**src/rtl/vpfx_pkg.sv**
```systemverilog
package vpfx_pkg;
  localparam int WORD_W  = 32;
  localparam int REMAP_W = 24;

  typedef enum logic [1:0] {
    ST_IDLE,
    ST_FETCH_WORD,
    ST_FETCH_SUFFIX,
    ST_PRESENT
  } fetch_st_e;

  // Remap field, MSB-first subfield order
  typedef struct packed {
    logic       mmode;
    logic [2:0] mask;
    logic [1:0] elw;
    logic [1:0] srcelw;
    logic [1:0] subvl;
    logic [8:0] extra;
    logic [4:0] mode;
  } remap_t;

  // MSB-first source bit in the prefix word for MSB-first remap bit i
  function automatic int gather_src(input int i);
    if (i == 0)      return 6;
    else if (i == 1) return 8;
    else             return i + 8;
  endfunction
endpackage

```
**src/rtl/vpfx_sig_decode.sv**
```systemverilog
module vpfx_sig_decode
  import vpfx_pkg::*;
#(
  parameter int          W      = WORD_W,
  parameter int          RW     = REMAP_W,
  parameter logic [5:0]  MAJOR  = 6'd1
) (
  input  logic [W-1:0]  word,
  output logic          is_pfx,
  output logic [RW-1:0] remap
);
  localparam int MAJ_W = 6;
  localparam int MARK_A = 7;
  localparam int MARK_B = 9;

  // scattered field gather: pure wiring
  for (genvar i = 0; i < RW; i++) begin : g_gather
    assign remap[RW-1-i] = word[W-1-gather_src(i)];
  end

  assign is_pfx = (word[W-1 -: MAJ_W] == MAJOR) &&
                  word[W-1-MARK_A] && word[W-1-MARK_B];
endmodule

```
**src/rtl/vpfx_remap_split.sv**
```systemverilog
module vpfx_remap_split
  import vpfx_pkg::*;
(
  input  logic [REMAP_W-1:0] remap,
  output logic               mmode,
  output logic [2:0]         mask,
  output logic [1:0]         elw,
  output logic [1:0]         srcelw,
  output logic [1:0]         subvl,
  output logic [8:0]         extra,
  output logic [4:0]         mode
);
  remap_t f;
  assign f      = remap_t'(remap);
  assign mmode  = f.mmode;
  assign mask   = f.mask;
  assign elw    = f.elw;
  assign srcelw = f.srcelw;
  assign subvl  = f.subvl;
  assign extra  = f.extra;
  assign mode   = f.mode;
endmodule

```
**src/rtl/vpfx_fetch_fsm.sv**
```systemverilog
module vpfx_fetch_fsm
  import vpfx_pkg::*;
#(
  parameter int          ADDR_W     = 16,
  parameter int unsigned RESET_WORD = 0,
  localparam int         PC_W       = ADDR_W + 2
) (
  input  logic               clk,
  input  logic               rst,
  input  logic               run,
  output logic               mem_req,
  output logic [ADDR_W-1:0]  mem_addr,
  input  logic               mem_rvalid,
  input  logic               mem_rmiss,
  input  logic [WORD_W-1:0]  mem_rdata,
  input  logic               is_pfx,
  input  logic [REMAP_W-1:0] remap,
  output logic               out_valid,
  input  logic               out_ready,
  output logic [WORD_W-1:0]  out_insn,
  output logic [REMAP_W-1:0] out_remap,
  output logic               out_pfx,
  output logic [PC_W-1:0]    out_pc,
  output logic               err
);
  localparam logic [PC_W-1:0] PC_RST = PC_W'(RESET_WORD) << 2;

  fetch_st_e          st;
  logic [PC_W-1:0]    pc;
  logic [REMAP_W-1:0] remap_q;
  logic [PC_W-1:0]    next_pc;

  assign next_pc = pc + (out_pfx ? PC_W'(8) : PC_W'(4));

  always_ff @(posedge clk) begin
    if (rst) begin
      st        <= ST_IDLE;
      pc        <= PC_RST;
      remap_q   <= '0;
      mem_req   <= 1'b0;
      mem_addr  <= '0;
      out_valid <= 1'b0;
      out_insn  <= '0;
      out_remap <= '0;
      out_pfx   <= 1'b0;
      out_pc    <= PC_RST;
      err       <= 1'b0;
    end else begin
      mem_req <= 1'b0;
      err     <= 1'b0;
      case (st)
        ST_IDLE: begin
          if (run) begin
            mem_req  <= 1'b1;
            mem_addr <= pc[PC_W-1:2];
            st       <= ST_FETCH_WORD;
          end
        end
        ST_FETCH_WORD: begin
          if (mem_rvalid) begin
            if (mem_rmiss) begin
              err    <= 1'b1;
              out_pc <= pc;
              st     <= ST_IDLE;
            end else if (is_pfx) begin
              remap_q  <= remap;
              mem_req  <= 1'b1;
              mem_addr <= pc[PC_W-1:2] + ADDR_W'(1);
              st       <= ST_FETCH_SUFFIX;
            end else begin
              out_insn  <= mem_rdata;
              out_remap <= '0;
              out_pfx   <= 1'b0;
              out_pc    <= pc;
              out_valid <= 1'b1;
              st        <= ST_PRESENT;
            end
          end
        end
        ST_FETCH_SUFFIX: begin
          if (mem_rvalid) begin
            if (mem_rmiss) begin
              err    <= 1'b1;
              out_pc <= pc;
              st     <= ST_IDLE;
            end else begin
              out_insn  <= mem_rdata;
              out_remap <= remap_q;
              out_pfx   <= 1'b1;
              out_pc    <= pc;
              out_valid <= 1'b1;
              st        <= ST_PRESENT;
            end
          end
        end
        ST_PRESENT: begin
          if (out_ready) begin
            out_valid <= 1'b0;
            pc        <= next_pc;
            if (run) begin
              mem_req  <= 1'b1;
              mem_addr <= next_pc[PC_W-1:2];
              st       <= ST_FETCH_WORD;
            end else begin
              st <= ST_IDLE;
            end
          end
        end
        default: st <= ST_IDLE;
      endcase
    end
  end

  // requests are single-cycle pulses
  assert_req_pulse_R9: assert property (@(posedge clk) disable iff (rst)
    mem_req |=> !mem_req);

  // nothing new while a response is awaited
  assert_req_wait_R9: assert property (@(posedge clk) disable iff (rst)
    ((st == ST_FETCH_WORD || st == ST_FETCH_SUFFIX) && !mem_rvalid) |=> !mem_req);

  // idle with run low stays quiet
  assert_idle_quiet_R2: assert property (@(posedge clk) disable iff (rst)
    (st == ST_IDLE && !run) |=> !mem_req && !out_valid);

  // presented record holds while stalled
  assert_hold_R8: assert property (@(posedge clk) disable iff (rst)
    (out_valid && !out_ready) |=> out_valid && $stable(out_insn) &&
      $stable(out_remap) && $stable(out_pfx) && $stable(out_pc));

  // error never coincides with a valid record
  assert_err_novalid_R10: assert property (@(posedge clk) disable iff (rst)
    err |-> !out_valid);
endmodule

```
**src/rtl/vpfx_fetch.sv**
```systemverilog
module vpfx_fetch
  import vpfx_pkg::*;
#(
  parameter int          ADDR_W     = 16,
  parameter int unsigned RESET_WORD = 0
) (
  input  logic               clk,
  input  logic               rst,
  input  logic               run,
  output logic               mem_req,
  output logic [ADDR_W-1:0]  mem_addr,
  input  logic               mem_rvalid,
  input  logic               mem_rmiss,
  input  logic [31:0]        mem_rdata,
  output logic               out_valid,
  input  logic               out_ready,
  output logic [31:0]        out_insn,
  output logic [23:0]        out_remap,
  output logic               out_pfx,
  output logic [ADDR_W+1:0]  out_pc,
  output logic               err,
  output logic               rm_mmode,
  output logic [2:0]         rm_mask,
  output logic [1:0]         rm_elw,
  output logic [1:0]         rm_srcelw,
  output logic [1:0]         rm_subvl,
  output logic [8:0]         rm_extra,
  output logic [4:0]         rm_mode
);
  localparam int PC_W = ADDR_W + 2;

  logic               dec_pfx;
  logic [REMAP_W-1:0] dec_remap;

  vpfx_sig_decode #(.W(WORD_W), .RW(REMAP_W), .MAJOR(6'd1)) u_dec (
    .word   (mem_rdata),
    .is_pfx (dec_pfx),
    .remap  (dec_remap)
  );

  vpfx_fetch_fsm #(.ADDR_W(ADDR_W), .RESET_WORD(RESET_WORD)) u_fsm (
    .clk        (clk),
    .rst        (rst),
    .run        (run),
    .mem_req    (mem_req),
    .mem_addr   (mem_addr),
    .mem_rvalid (mem_rvalid),
    .mem_rmiss  (mem_rmiss),
    .mem_rdata  (mem_rdata),
    .is_pfx     (dec_pfx),
    .remap      (dec_remap),
    .out_valid  (out_valid),
    .out_ready  (out_ready),
    .out_insn   (out_insn),
    .out_remap  (out_remap),
    .out_pfx    (out_pfx),
    .out_pc     (out_pc),
    .err        (err)
  );

  vpfx_remap_split u_split (
    .remap  (out_remap),
    .mmode  (rm_mmode),
    .mask   (rm_mask),
    .elw    (rm_elw),
    .srcelw (rm_srcelw),
    .subvl  (rm_subvl),
    .extra  (rm_extra),
    .mode   (rm_mode)
  );

  // plain records carry no remap bits
  assert_plain_zero_R4: assert property (@(posedge clk) disable iff (rst)
    (out_valid && !out_pfx) |-> (out_remap == '0));

  // the request after an accepted record targets the next instruction
  assert_step_R7: assert property (@(posedge clk) disable iff (rst)
    (out_valid && out_ready && run) |=> mem_req &&
      (mem_addr == $past(out_pc[PC_W-1:2]) + ($past(out_pfx) ? ADDR_W'(2) : ADDR_W'(1))));
endmodule

```
**config.mk**
```make
export PLATFORM = sky130hd
export DESIGN_NAME = vpfx_fetch
export DESIGN_NICKNAME = d
export VERILOG_FILES = /design/src/rtl/vpfx_pkg.sv /design/src/rtl/vpfx_sig_decode.sv /design/src/rtl/vpfx_remap_split.sv /design/src/rtl/vpfx_fetch_fsm.sv /design/src/rtl/vpfx_fetch.sv
export SDC_FILE = /design/constraint.sdc
export NUM_CORES = 1
export LEC_CHECK = 0
export ABC_AREA = 1
export BUFFER_PORTS_ARGS = -buffer_cell sky130_fd_sc_hd__buf_2
export CELL_PAD_IN_SITES_DETAIL_PLACEMENT = 0
export CELL_PAD_IN_SITES_GLOBAL_PLACEMENT = 1
export CORE_AREA = 2 2 135 137
export DETAILED_ROUTE_END_ITERATION = 10
export DIE_AREA = 0 0 137 139
export MAX_ROUTING_LAYER = met4
export PLACE_DENSITY = 0.8
export SLEW_MARGIN = 20
export SYNTH_ARGS = -nofsm -noshare
export SYNTH_HDL_FRONTEND = slang
export SYNTH_SLANG_ARGS = --single-unit
export TNS_END_PERCENT = 30
```
**constraint.sdc**
```tcl
create_clock -name clk -period 2.65 [get_ports clk]
set_clock_uncertainty 0.1 [all_clocks]
set_input_delay 0.1325 -clock clk [delete_from_list [all_inputs] [get_ports clk]]
set_output_delay 0.1325 -clock clk [all_outputs]
set_load 0.005 [all_outputs]
```
==> impl_metrics.csv, run 1 <==
group,metric,value,unit
cts,root_buffer,"clkbuf_16",
place,dp_hpwl,13400,microns
synth,synth_edf_count,0,
synth,synthArstFlopShare,0,%
die,die-area,19000,sq um
cts,clock_latency,0.43,ns
grt,grt_max_degree,69,
place,placed_area,7220,sq um
power,p_int,4.61,mW
worst_setup_path,path_max_fanout,7,
power,p_sw_share,39.6,%
cts,cts_tree,"yes",
place,dp_cells,1239,
synth,synthXorXnorAreaFrac,0.804,%
synth,ys_types,33,
sta,final-max-slew-violation-count,0,
die,start_util,37.0,%
synth,synth_top_family_by_area,"simple AND/OR/NAND/NOR gates",
routing,ant_nets,0,
synth,muxShareOfSynthArea,0,%
sta,worst_slew_pin_slew,0.771,ns
power,p_sw,3.03,mW
routing,drt_wl_total,19600,microns
grt,grt_pass1_vias,5757,
finish,antennaDiodeCount,0,
synth,yosys_warnings,0,
cts,ctsLongestPathBuffers,2,
synth,ys_seq_elements,134,
worst_setup_path,required,2.87,ns
routing,dr.pass1.iters,7,
sta,fin_ws,0.420,ns
die,rows,49,
job,cap_violations,0,
worst_setup_path,endpoint_kind,"flip-flop",
routing,drt-wirelength-per-cell,15.0,microns
synth,syn_area,6530,sq um
synth,ys.flop_type,"dfxtp_1",
grt,grt_pass1_wl,30600,microns
cts,htree_levels,4,
die,io-pin-count,156,
outcome,status,"complete, no violations",
die,dieWidth,137,microns
finish,layout_common_cells,"169 x nand2_1, 153 x buf_2, 134 x dfxtp_1",
grt,gr-total-overflow,0,
finish,drive_above_1_share,20.9,%
power,power_frac_seq,34.8,%
grt,antenna_found_initial,0,
die,core_area,17700,sq um
synth,synth.largest_area_cell,"dfxtp_1",
routing,drc_errors,0,
cts,cts_buffers,17,
synth,synthSimpleGateAreaFrac,26.4,%
sta,timing.fmax,449,MHz
routing,drt_iter0_markers,426,
synth,syn_avg_cell_area,7.08,sq um
worst_setup_path,cp.arrival,2.45,ns
finish,syn2layout_area_growth,24.6,%
sta,finalCriticalPeriod,2.23,ns
power,p_leak,3.65,nW
grt,track_usage,21.0,%
cts,clk_pin_slew,0.06,ns
grt,use_met2,28.9,%
synth,yosysTopAreaCellShare,41.1,%
cts,cts_resized,0,
grt,busiest_layer,"met1",
synth,synth-seq-area-share,41.1,%
sta,final.setup.tns,0,ns
synth,ys_top_cells_by_area,"dfxtp_1 41%, nand2_1 9.8%, a21oi_1 7.9%",
finish,instances_no_fill,1305,
sta,hold_violations,0,
power,irDropWorstVdd,0.563,mV
place,place_congestion,0.884,
grt,met1_usage,29.7,%
power,power_density,939,nW/um^2
power,power_frac_comb,35.0,%
grt,use_met3,4.13,%
synth,postSynthCellCount,923,
sta,slew_headroom,48.6,%
synth,synthAdderAreaFrac,2.03,%
hold_path,worst_hold_path_type,"in2reg",
routing,drt-vias-per-instance,5.00,
power,clock_power_share,30.2,%
routing,vias,6522,
finish,final_common_cell,"nand2_1",
place,place_ws,0.424,ns
place,portBuffers,153,
finish,finish.instance_area,8140,sq um
worst_setup_path,cp-start-kind,"flip-flop",
sta,period_share,84.1,%
finish,layout.nets,1111,
sta,setup_violations,0,
cts,clock-sinks,134,
worst_setup_path,critical_path_class,"reg2reg",
sta,rsz0062_at_grt,"false",
synth,synth-compound-area-share,15.4,%
die,die_y,139,microns
routing by layer:
layer  routed length (microns)  vias to the layer above  part of all wire [%]
li1                          -                     3287                     -
met1                      9610                     2996                    49
met2                      8460                      200                    43
met3                      1050                       39                   5.3
met4                       508                        0                   2.6
met5                         0                        -                     0
power groups by stage:
stage / clock network [mW] / registers (mW) / logic (mW)
2_1_floorplan: 0 / 2.67 / 1.88
3_3_place_gp: 0 / 2.69 / 2.63
3_5_place_dp: 0 / 2.70 / 2.64
4_1_cts: 2.36 / 2.66 / 2.69
5_1_grt: 2.44 / 2.70 / 3.00
6_report: 2.31 / 2.66 / 2.68
through the flow:
stage          total power [mW]  utilization (%)  hold WS [ns]
3_5_place_dp               5.34             40.9         0.334
5_1_grt                    8.15             46.1        0.0294
3_3_place_gp               5.33             40.9         0.329
4_1_cts                    7.71             46.1        0.0113
2_1_floorplan              4.55                -         0.203
6_report                   7.64             46.1        0.0439
cell type report:
class,count,area (sq um)
multi-input cells,599,2930
clock buffers,17,425
flip-flops and latches,134,2680
inverters,104,390
well taps,229,287
repair buffers,207,1270
clock inverters,15,159
fillers,1836,9520
state kept, by name (all words and copies together), names as in the netlist:
signal           count
u_fsm.remap_q       24
u_fsm.mem_req        1
u_fsm.out_valid      1
u_fsm.st             2
u_fsm.out_pc        16
u_fsm.mem_addr      16
u_fsm.out_insn      32
u_fsm.pc            16
u_fsm.err            1
u_fsm.out_pfx        1
u_fsm.out_remap     24
logic make-up after synthesis:
family | after synthesis
AOI/OAI and AO/OA | 195
xor gates and xnor gates | 6
adders and majority gates | 10
buffers and inverters | 191
DFF | 134
other | 1
and+or+nand+nor | 386
synth_stat cells (5+ instances only):
library cell    n
nand2_1       170
buf_6          11
xor2_1          5
a21oi_1       103
buf_2          17
nand2_2         6
nor2_1        105
nand3_1        26
inv_1         101
dfxtp_1       134
o21ai_1         9
nand4_1        67
o21ai_0        70
clkbuf_1       30
ha_1            9
o211ai_1        7
nor2_2          5
buf_4          28
worst paths after layout:
| check | from | endpoint | slack [ns] | cells past startpoint |
|---|---|---|---|---|
| setup / recovery | u_fsm.pc[2] | u_fsm.mem_addr[14] | 0.42 | 11 |
| hold / removal | mem_rvalid | u_fsm.err | 0.04 | 3 |
| setup reg to reg | u_fsm.pc[2] | u_fsm.mem_addr[14] | 0.42 | 11 |
| hold reg to reg | u_fsm.remap_q[16] | u_fsm.remap_q[16] | 0.34 | 2 |
critical path: stages (launching register included):
cell and delay, ns:
dfxtp_1 0.45, ha_1 0.21, inv_1 0.05, fa_1 0.44, nor2_2 0.27, nand2_1 0.15, nor2_1 0.12, nand2_1 0.05
nand2_1 0.08, nor2_1 0.04, nor2_1 0.11, nor2_1 0.05
what timing repair did:
action	in CTS	in global routing
buffers inserted	0	0
hold buffers	34	0
endpoints found under the setup margin	0	0
endpoints found under the hold margin	58	0
No activity file was read; power rests on OpenSTA's default activity.
==> run 2, diff against run 1 <==
==> constraint.sdc (replaced) <==
create_clock -name clk -period 2.2 [get_ports clk]
set_clock_uncertainty 0.1 [all_clocks]
set_input_delay 0.11 -clock clk [delete_from_list [all_inputs] [get_ports clk]]
set_output_delay 0.11 -clock clk [all_outputs]
set_load 0.005 [all_outputs]
==> run 2 against run 1 <==
Clock-buffer cell count grew 3. Fmax is 9.4% higher. First-iteration DRC count up 19%. Non-clock buffer count rose by 11. Largest power group unchanged. Setup slack lost 0.26 ns. Sequential share of layout area is 0.69 points lower. Hold slack improved by 0.047 ns. Critical path depth did not move. Cell count rose by 0.77%. Routed wire length rose by 1.5%. Register-to-register slack lost 0.26 ns. Critical endpoint is now u_fsm.out_insn[18]. Total power grew 25%.
==> impl_metrics.csv, run 2 (synthesis results as in run 1) <==
group,metric,value,unit
finish,largest_reg_flops,32,
hold_path,worst_hold_path_type,"in2reg",
cts,cts_tree,"yes",
sta,slew_headroom,47.1,%
sta,fin_ws,0.162,ns
finish,layout.nets,1122,
worst_setup_path,endpoint_kind,"flip-flop",
sta,rsz0062_at_grt,"false",
cts,clock_latency,0.42,ns
worst_setup_path,cp.arrival,2.20,ns
die,die_y,139,microns
finish,regMostFlops,"u_fsm.out_insn",
die,die-area,19000,sq um
worst_setup_path,cp-start-kind,"flip-flop",
worst_setup_path,rr_worst_depth,11,
job,cap_violations,0,
sta,hold_ws,0.0907,ns
place,portBuffers,153,
routing,drt_wl_total,19900,microns
grt,track_usage,21.2,%
place,dp_hpwl,13500,microns
routing,ant_nets,0,
finish,syn2layout_area_growth,27.3,%
routing,vias,6530,
sta,finalCriticalPeriod,2.04,ns
hold_path,hold-path-endpoint,"u_fsm.pc[2]",
cts,root_buffer,"clkbuf_16",
finish,antennaDiodeCount,0,
worst_setup_path,required,2.36,ns
die,dieWidth,137,microns
routing,dr.pass1.iters,5,
die,start_util,37.0,%
power,p_leak,3.74,nW
sta,hold_violations,0,
finish,utilization,47.1,%
worst_setup_path,timing.rr.start,"u_fsm.st[1]",
routing,drc_errors,0,
outcome,status,"complete, no violations",
grt,grt_pass1_vias,5794,
hold_path,hold_path.startpoint,"out_ready",
cts,clk_pin_slew,0.06,ns
die,core_area,17700,sq um
routing,drt-wirelength-per-cell,15.2,microns
worst_setup_path,critical_path_class,"reg2reg",
finish,drive_above_1_share,21.6,%
worst_setup_path,path_max_fanout,29,
finish,biggestRegsByFlops,"u_fsm.out_insn: 32 flops, u_fsm.out_remap: 24 flops, u_fsm.remap_q: 24 flops",
grt,grt_max_degree,69,
hold_path,hold_depth,4,
die,rows,49,
grt,grt_pass1_wl,31100,microns
grt,gr-total-overflow,0,
place,placed_area,7340,sq um
sta,setup_violations,0,
power,power_density,1150,nW/um^2
routing,drt_iter0_markers,506,
cts,cts_buffers,17,
cts,ctsLongestPathBuffers,2,
sta,worst_slew_pin_slew,0.793,ns
sta,final.setup.tns,0,ns
cts,htree_levels,4,
routing,drt-vias-per-instance,4.97,
sta,final-max-slew-violation-count,0,
finish,finish.instance_area,8320,sq um
grt,antenna_found_initial,0,
worst_setup_path,reg2reg_slack,0.16,ns
power,irDropWorstVdd,0.569,mV
finish,final_common_cell,"nand2_1",
finish,layout_common_cells,"168 x nand2_1, 153 x buf_2, 134 x dfxtp_1",
place,place_ws,0.0163,ns
place,place_congestion,0.907,
sta,period_share,92.6,%
worst_setup_path,r2r_end,"u_fsm.out_insn[18]",
cts,clock-sinks,134,
die,io-pin-count,156,
sta,timing.fmax,491,MHz
[run 2: layer usage]
metal	routed length, microns	vias up	part of all wire (%)	track usage [%]
met5	0	-	0	-
met4	295	0	1.5	5.64
li1	-	3289	-	-
met3	1200	30	6.0	4.28
met2	8770	236	44	30.0
met1	9660	2975	48	30.7
[run 2: cell type report]
| type | count | area, sq um |
|---|---|---|
| inverters | 104 | 390 |
| well taps | 229 | 287 |
| repair buffers | 218 | 1430 |
| clock inverters | 11 | 128 |
| clock buffers | 20 | 447 |
| multi-input cells | 599 | 2950 |
| flip-flops and latches | 134 | 2680 |
| fillers | 1848 | 9340 |
[run 2: timing repair]
item | 4_1_cts | 5_1_grt
hold buffers | 35 | 0
gates resized for setup | 1 | 4
cloned | 0 | 1
setup buffers | 0 | 1
pin swaps | 0 | 1
hold endpoints to repair | 59 | 0
setup endpoints to repair | 1 | 60
[run 2: critical path, stage by stage (launching register included)]
cell and delay (ns):
dfxtp_1 0.39, inv_1 0.10, ha_2 0.24, inv_2 0.10, nand2_2 0.07, nand2_2 0.08, nand2_4 0.07, nor2_8 0.21
nand3_4 0.17, buf_12 0.20, nand2_1 0.07, a21oi_1 0.06
[run 2: worst max-delay path by stage]
stage	from	endpoint	slack, ns	cells past startpoint
finish	u_fsm.st[1]	u_fsm.out_insn[18]	0.16	11
global placement	u_fsm.out_pfx	u_fsm.mem_addr[6]	0.03	11
global route	u_fsm.st[1]	u_fsm.out_insn[1]	0.03	11
CTS	u_fsm.out_pfx	u_fsm.mem_addr[6]	0.03	11
detailed placement	u_fsm.out_pfx	u_fsm.mem_addr[6]	0.02	11
floorplan	u_fsm.out_pfx	u_fsm.mem_addr[14]	0.21	12
[run 2: through the flow]
stage / std cells / power, mW
after global placement: 1247 / 6.58
after CTS: 1313 / 9.46
after floorplan: 924 / 5.48
final: 1315 / 9.54
after detailed placement: 1247 / 6.61
after global routing: 1315 / 10.2
[run 2: report_power, final]
part	switching, mW	internal [mW]	total [mW]	leakage (nW)
clock network	1.09	1.69	2.78	0.272
logic	2.18	1.38	3.56	2.37
registers	0.299	2.90	3.20	1.09
==> run 3, diff against run 2 <==
--- a/config.mk
+++ b/config.mk
@@ -5,15 +5,15 @@
 export SDC_FILE = /design/constraint.sdc
 export NUM_CORES = 1
 export LEC_CHECK = 0
-export ABC_AREA = 1
+export ABC_AREA = 0
 export BUFFER_PORTS_ARGS = -buffer_cell sky130_fd_sc_hd__buf_2
 export CELL_PAD_IN_SITES_DETAIL_PLACEMENT = 0
 export CELL_PAD_IN_SITES_GLOBAL_PLACEMENT = 1
-export CORE_AREA = 2 2 135 137
+export CORE_AREA = 2 2 128 130
 export DETAILED_ROUTE_END_ITERATION = 10
-export DIE_AREA = 0 0 137 139
+export DIE_AREA = 0 0 130 132
 export MAX_ROUTING_LAYER = met4
-export PLACE_DENSITY = 0.8
+export PLACE_DENSITY = 0.78
 export SLEW_MARGIN = 20
 export SYNTH_ARGS = -nofsm -noshare
 export SYNTH_HDL_FRONTEND = slang
==> run 3 against run 2 <==
Setup slack got worse by 0.11 ns. Sequential power fell by 20%. Via count fell by 19%. Die area fell by 9.9%. Sequential cell count did not move. Clock-buffer cell count fell by 3. Global-route usage fell by 2.1 points. Total power fell by 35%. Routed wire length fell by 21%.
==> impl_metrics.csv, run 3 <==
group,metric,value,unit
sta,final-max-slew-violation-count,0,
outcome,status,"complete, no violations",
finish,syn2layout_area_growth,34.7,%
synth,yosys_warnings,0,
synth,synth_top_family_by_area,"simple AND/OR/NAND/NOR gates",
grt,grt_pass1_vias,4925,
die,rows,46,
die,die-area,17200,sq um
sta,period_share,97.6,%
cts,clk_pin_slew,0.06,ns
finish,largest_reg_flops,32,
cts,htree_levels,4,
synth,synthArstFlopShare,0,%
finish,final_common_cell,"buf_2",
grt,grt_max_degree,128,
synth,synthXorXnorAreaFrac,2.69,%
finish,drive_above_1_share,28.3,%
die,start_util,37.3,%
sta,setup_violations,0,
routing,drt-vias-per-instance,4.82,
cts,ctsLongestPathBuffers,2,
grt,use_met2,29.0,%
synth,synthAdderAreaFrac,2.26,%
power,irDropWorstVdd,0.570,mV
cts,clock-sinks,134,
synth,postSynthCellCount,696,
grt,antenna_found_initial,1,
worst_setup_path,cp.arrival,2.40,ns
power,totalPowerFinal,6.19,mW
worst_setup_path,cp-start-kind,"flip-flop",
routing,drt-wirelength-per-cell,14.4,microns
synth,synth-seq-area-share,45.7,%
place,place_congestion,0.898,
cts,cts_buffers,17,
synth,muxShareOfSynthArea,7.51,%
grt,track_usage,19.1,%
worst_setup_path,critPathSlowestCell,"a311o_1",
synth,synthSimpleGateAreaFrac,20.2,%
synth,ys_top_cells_by_area,"dfxtp_1 46%, mux2i_1 7.5%, nand2_1 7.4%",
worst_setup_path,critical_path_class,"reg2reg",
finish,regMostFlops,"u_fsm.out_insn",
synth,yosysTopAreaCellShare,45.7,%
place,dp_cells,1028,
sta,worst_slew_pin_slew,0.566,ns
routing,drt_wl_total,15800,microns
routing,ant_nets,0,
sta,slew_headroom,62.3,%
routing,drt_iter0_markers,398,
sta,timing.fmax,466,MHz
die,dieWidth,130,microns
synth,synth-compound-area-share,13.2,%
routing,dr.pass1.iters,4,
sta,fin_ws,0.0532,ns
place,dp_hpwl,10800,microns
sta,finalCriticalPeriod,2.15,ns
synth,synth_edf_count,0,
routing,vias,5297,
cts,root_buffer,"clkbuf_16",
worst_setup_path,path_cells,"ha_1 -> a21oi_1 -> nand2b_1 -> a22oi_1 -> a311o_1 -> a21oi_1",
worst_setup_path,endpoint_kind,"flip-flop",
cts,clock_latency,0.42,ns
worst_setup_path,path_max_fanout,5,
hold_path,worst_hold_path_type,"in2reg",
die,core_area,15700,sq um
sta,rsz0062_at_grt,"true",
sta,final.setup.tns,0,ns
sta,hold_violations,0,
power,p_leak,3.27,nW
synth,syn_avg_cell_area,8.43,sq um
cts,cts_tree,"yes",
place,portBuffers,153,
routing,drc_errors,0,
die,io-pin-count,156,
grt,grt_pass1_wl,25400,microns
worst_setup_path,cp_slowest_stage_delay,0.39,ns
place,place_ws,-0.0617,ns
worst_setup_path,required,2.45,ns
synth,syn_area,5870,sq um
job,cap_violations,0,
synth,synth.largest_area_cell,"dfxtp_1",
synth,ys.flop_type,"dfxtp_1",
power,power_density,784,nW/um^2
grt,met1_usage,25.3,%
finish,layout.nets,916,
grt,busiest_layer,"met2",
finish,instances_no_fill,1098,
grt,use_met3,3.57,%
die,die_y,132,microns
synth,synth.most_common_cell,"dfxtp_1",
worst_setup_path,crit_path_frequent_cell,"a21oi_1",
synth,ys_types,57,
finish,biggestRegsByFlops,"u_fsm.out_insn: 32 flops, u_fsm.out_remap: 24 flops, u_fsm.remap_q: 24 flops",
synth,ys_seq_elements,134,
finish,layout_common_cells,"152 x buf_2, 133 x dfxtp_1, 116 x nand2_1",
grt,gr-total-overflow,0,
synth,synth_common_cells,"134 x dfxtp_1, 116 x nand2_1, 76 x a21oi_1, 74 x nor2_1, 44 x mux2i_1",
-- run 3: what timing repair did --
item / in CTS / in global routing
resized for setup: 3 / 17
setup buffers: 0 / 1
gates cloned: 0 / 0
hold endpoints to repair: 61 / 0
pin swaps: 0 / 5
hold buffers: 36 / 0
endpoints found under the setup margin: 4 / 26
-- run 3: power by group --
group	internal [mW]	leakage (nW)	switching, mW
Clock	1.70	0.291	1.15
Sequential	2.52	1.09	0.0480
Combinational	0.342	1.90	0.433
Total	4.56	3.27	1.63
-- run 3: through the flow --
step | area, sq um | hold WS, ns | util (%)
6_report | 7900 | 0.0376 | 50.3
5_1_grt | 7900 | 0.0940 | 50.3
4_1_cts | 7830 | 0.00766 | 49.8
3_5_place_dp | 6880 | 0.269 | 43.8
3_3_place_gp | 6880 | 0.263 | 43.8
2_1_floorplan | 5870 | 0.146 | -
-- run 3: final cells by class --
type,instances,area [sq um]
multi-input cells,470,2770
fillers,1512,7810
flip-flops and latches,134,2680
repair buffers,231,1530
well taps,216,270
clock buffers,17,425
inverters,14,52.6
diodes,1,2.50
clock inverters,15,168
-- run 3: cell families after synthesis --
family	count (synthesis)
xor+xnor	18
fa+ha+maj	10
buf+inv	93
other cells	1
compound gates	129
simple gates	267
flops	134
mux	44
-- run 3: layer usage --
metal | share of wire (%) | wire [microns]
met2 | 47 | 7370
met5 | 0 | 0
met1 | 48 | 7510
met3 | 4.0 | 638
met4 | 1.5 | 238
-- run 3: final timing paths --
| path | start | to | slack [ns] | cells past startpoint |
|---|---|---|---|---|
| min reg2reg | u_fsm.out_insn[21] | u_fsm.out_insn[21] | 0.35 | 2 |
| max | u_fsm.out_pfx | u_fsm.mem_addr[7] | 0.05 | 6 |
| max reg2reg | u_fsm.out_pfx | u_fsm.mem_addr[7] | 0.05 | 6 |
| min | mem_rvalid | u_fsm.st[1] | 0.04 | 4 |
-- run 3: critical path, delay by kind of cell, from the launching register on --
family	cells	cell delay (ns)
AOI/OAI and AO/OA	4	1.05
DFF	1	0.34
adders and majority gates	1	0.30
and+or+nand+nor	1	0.29
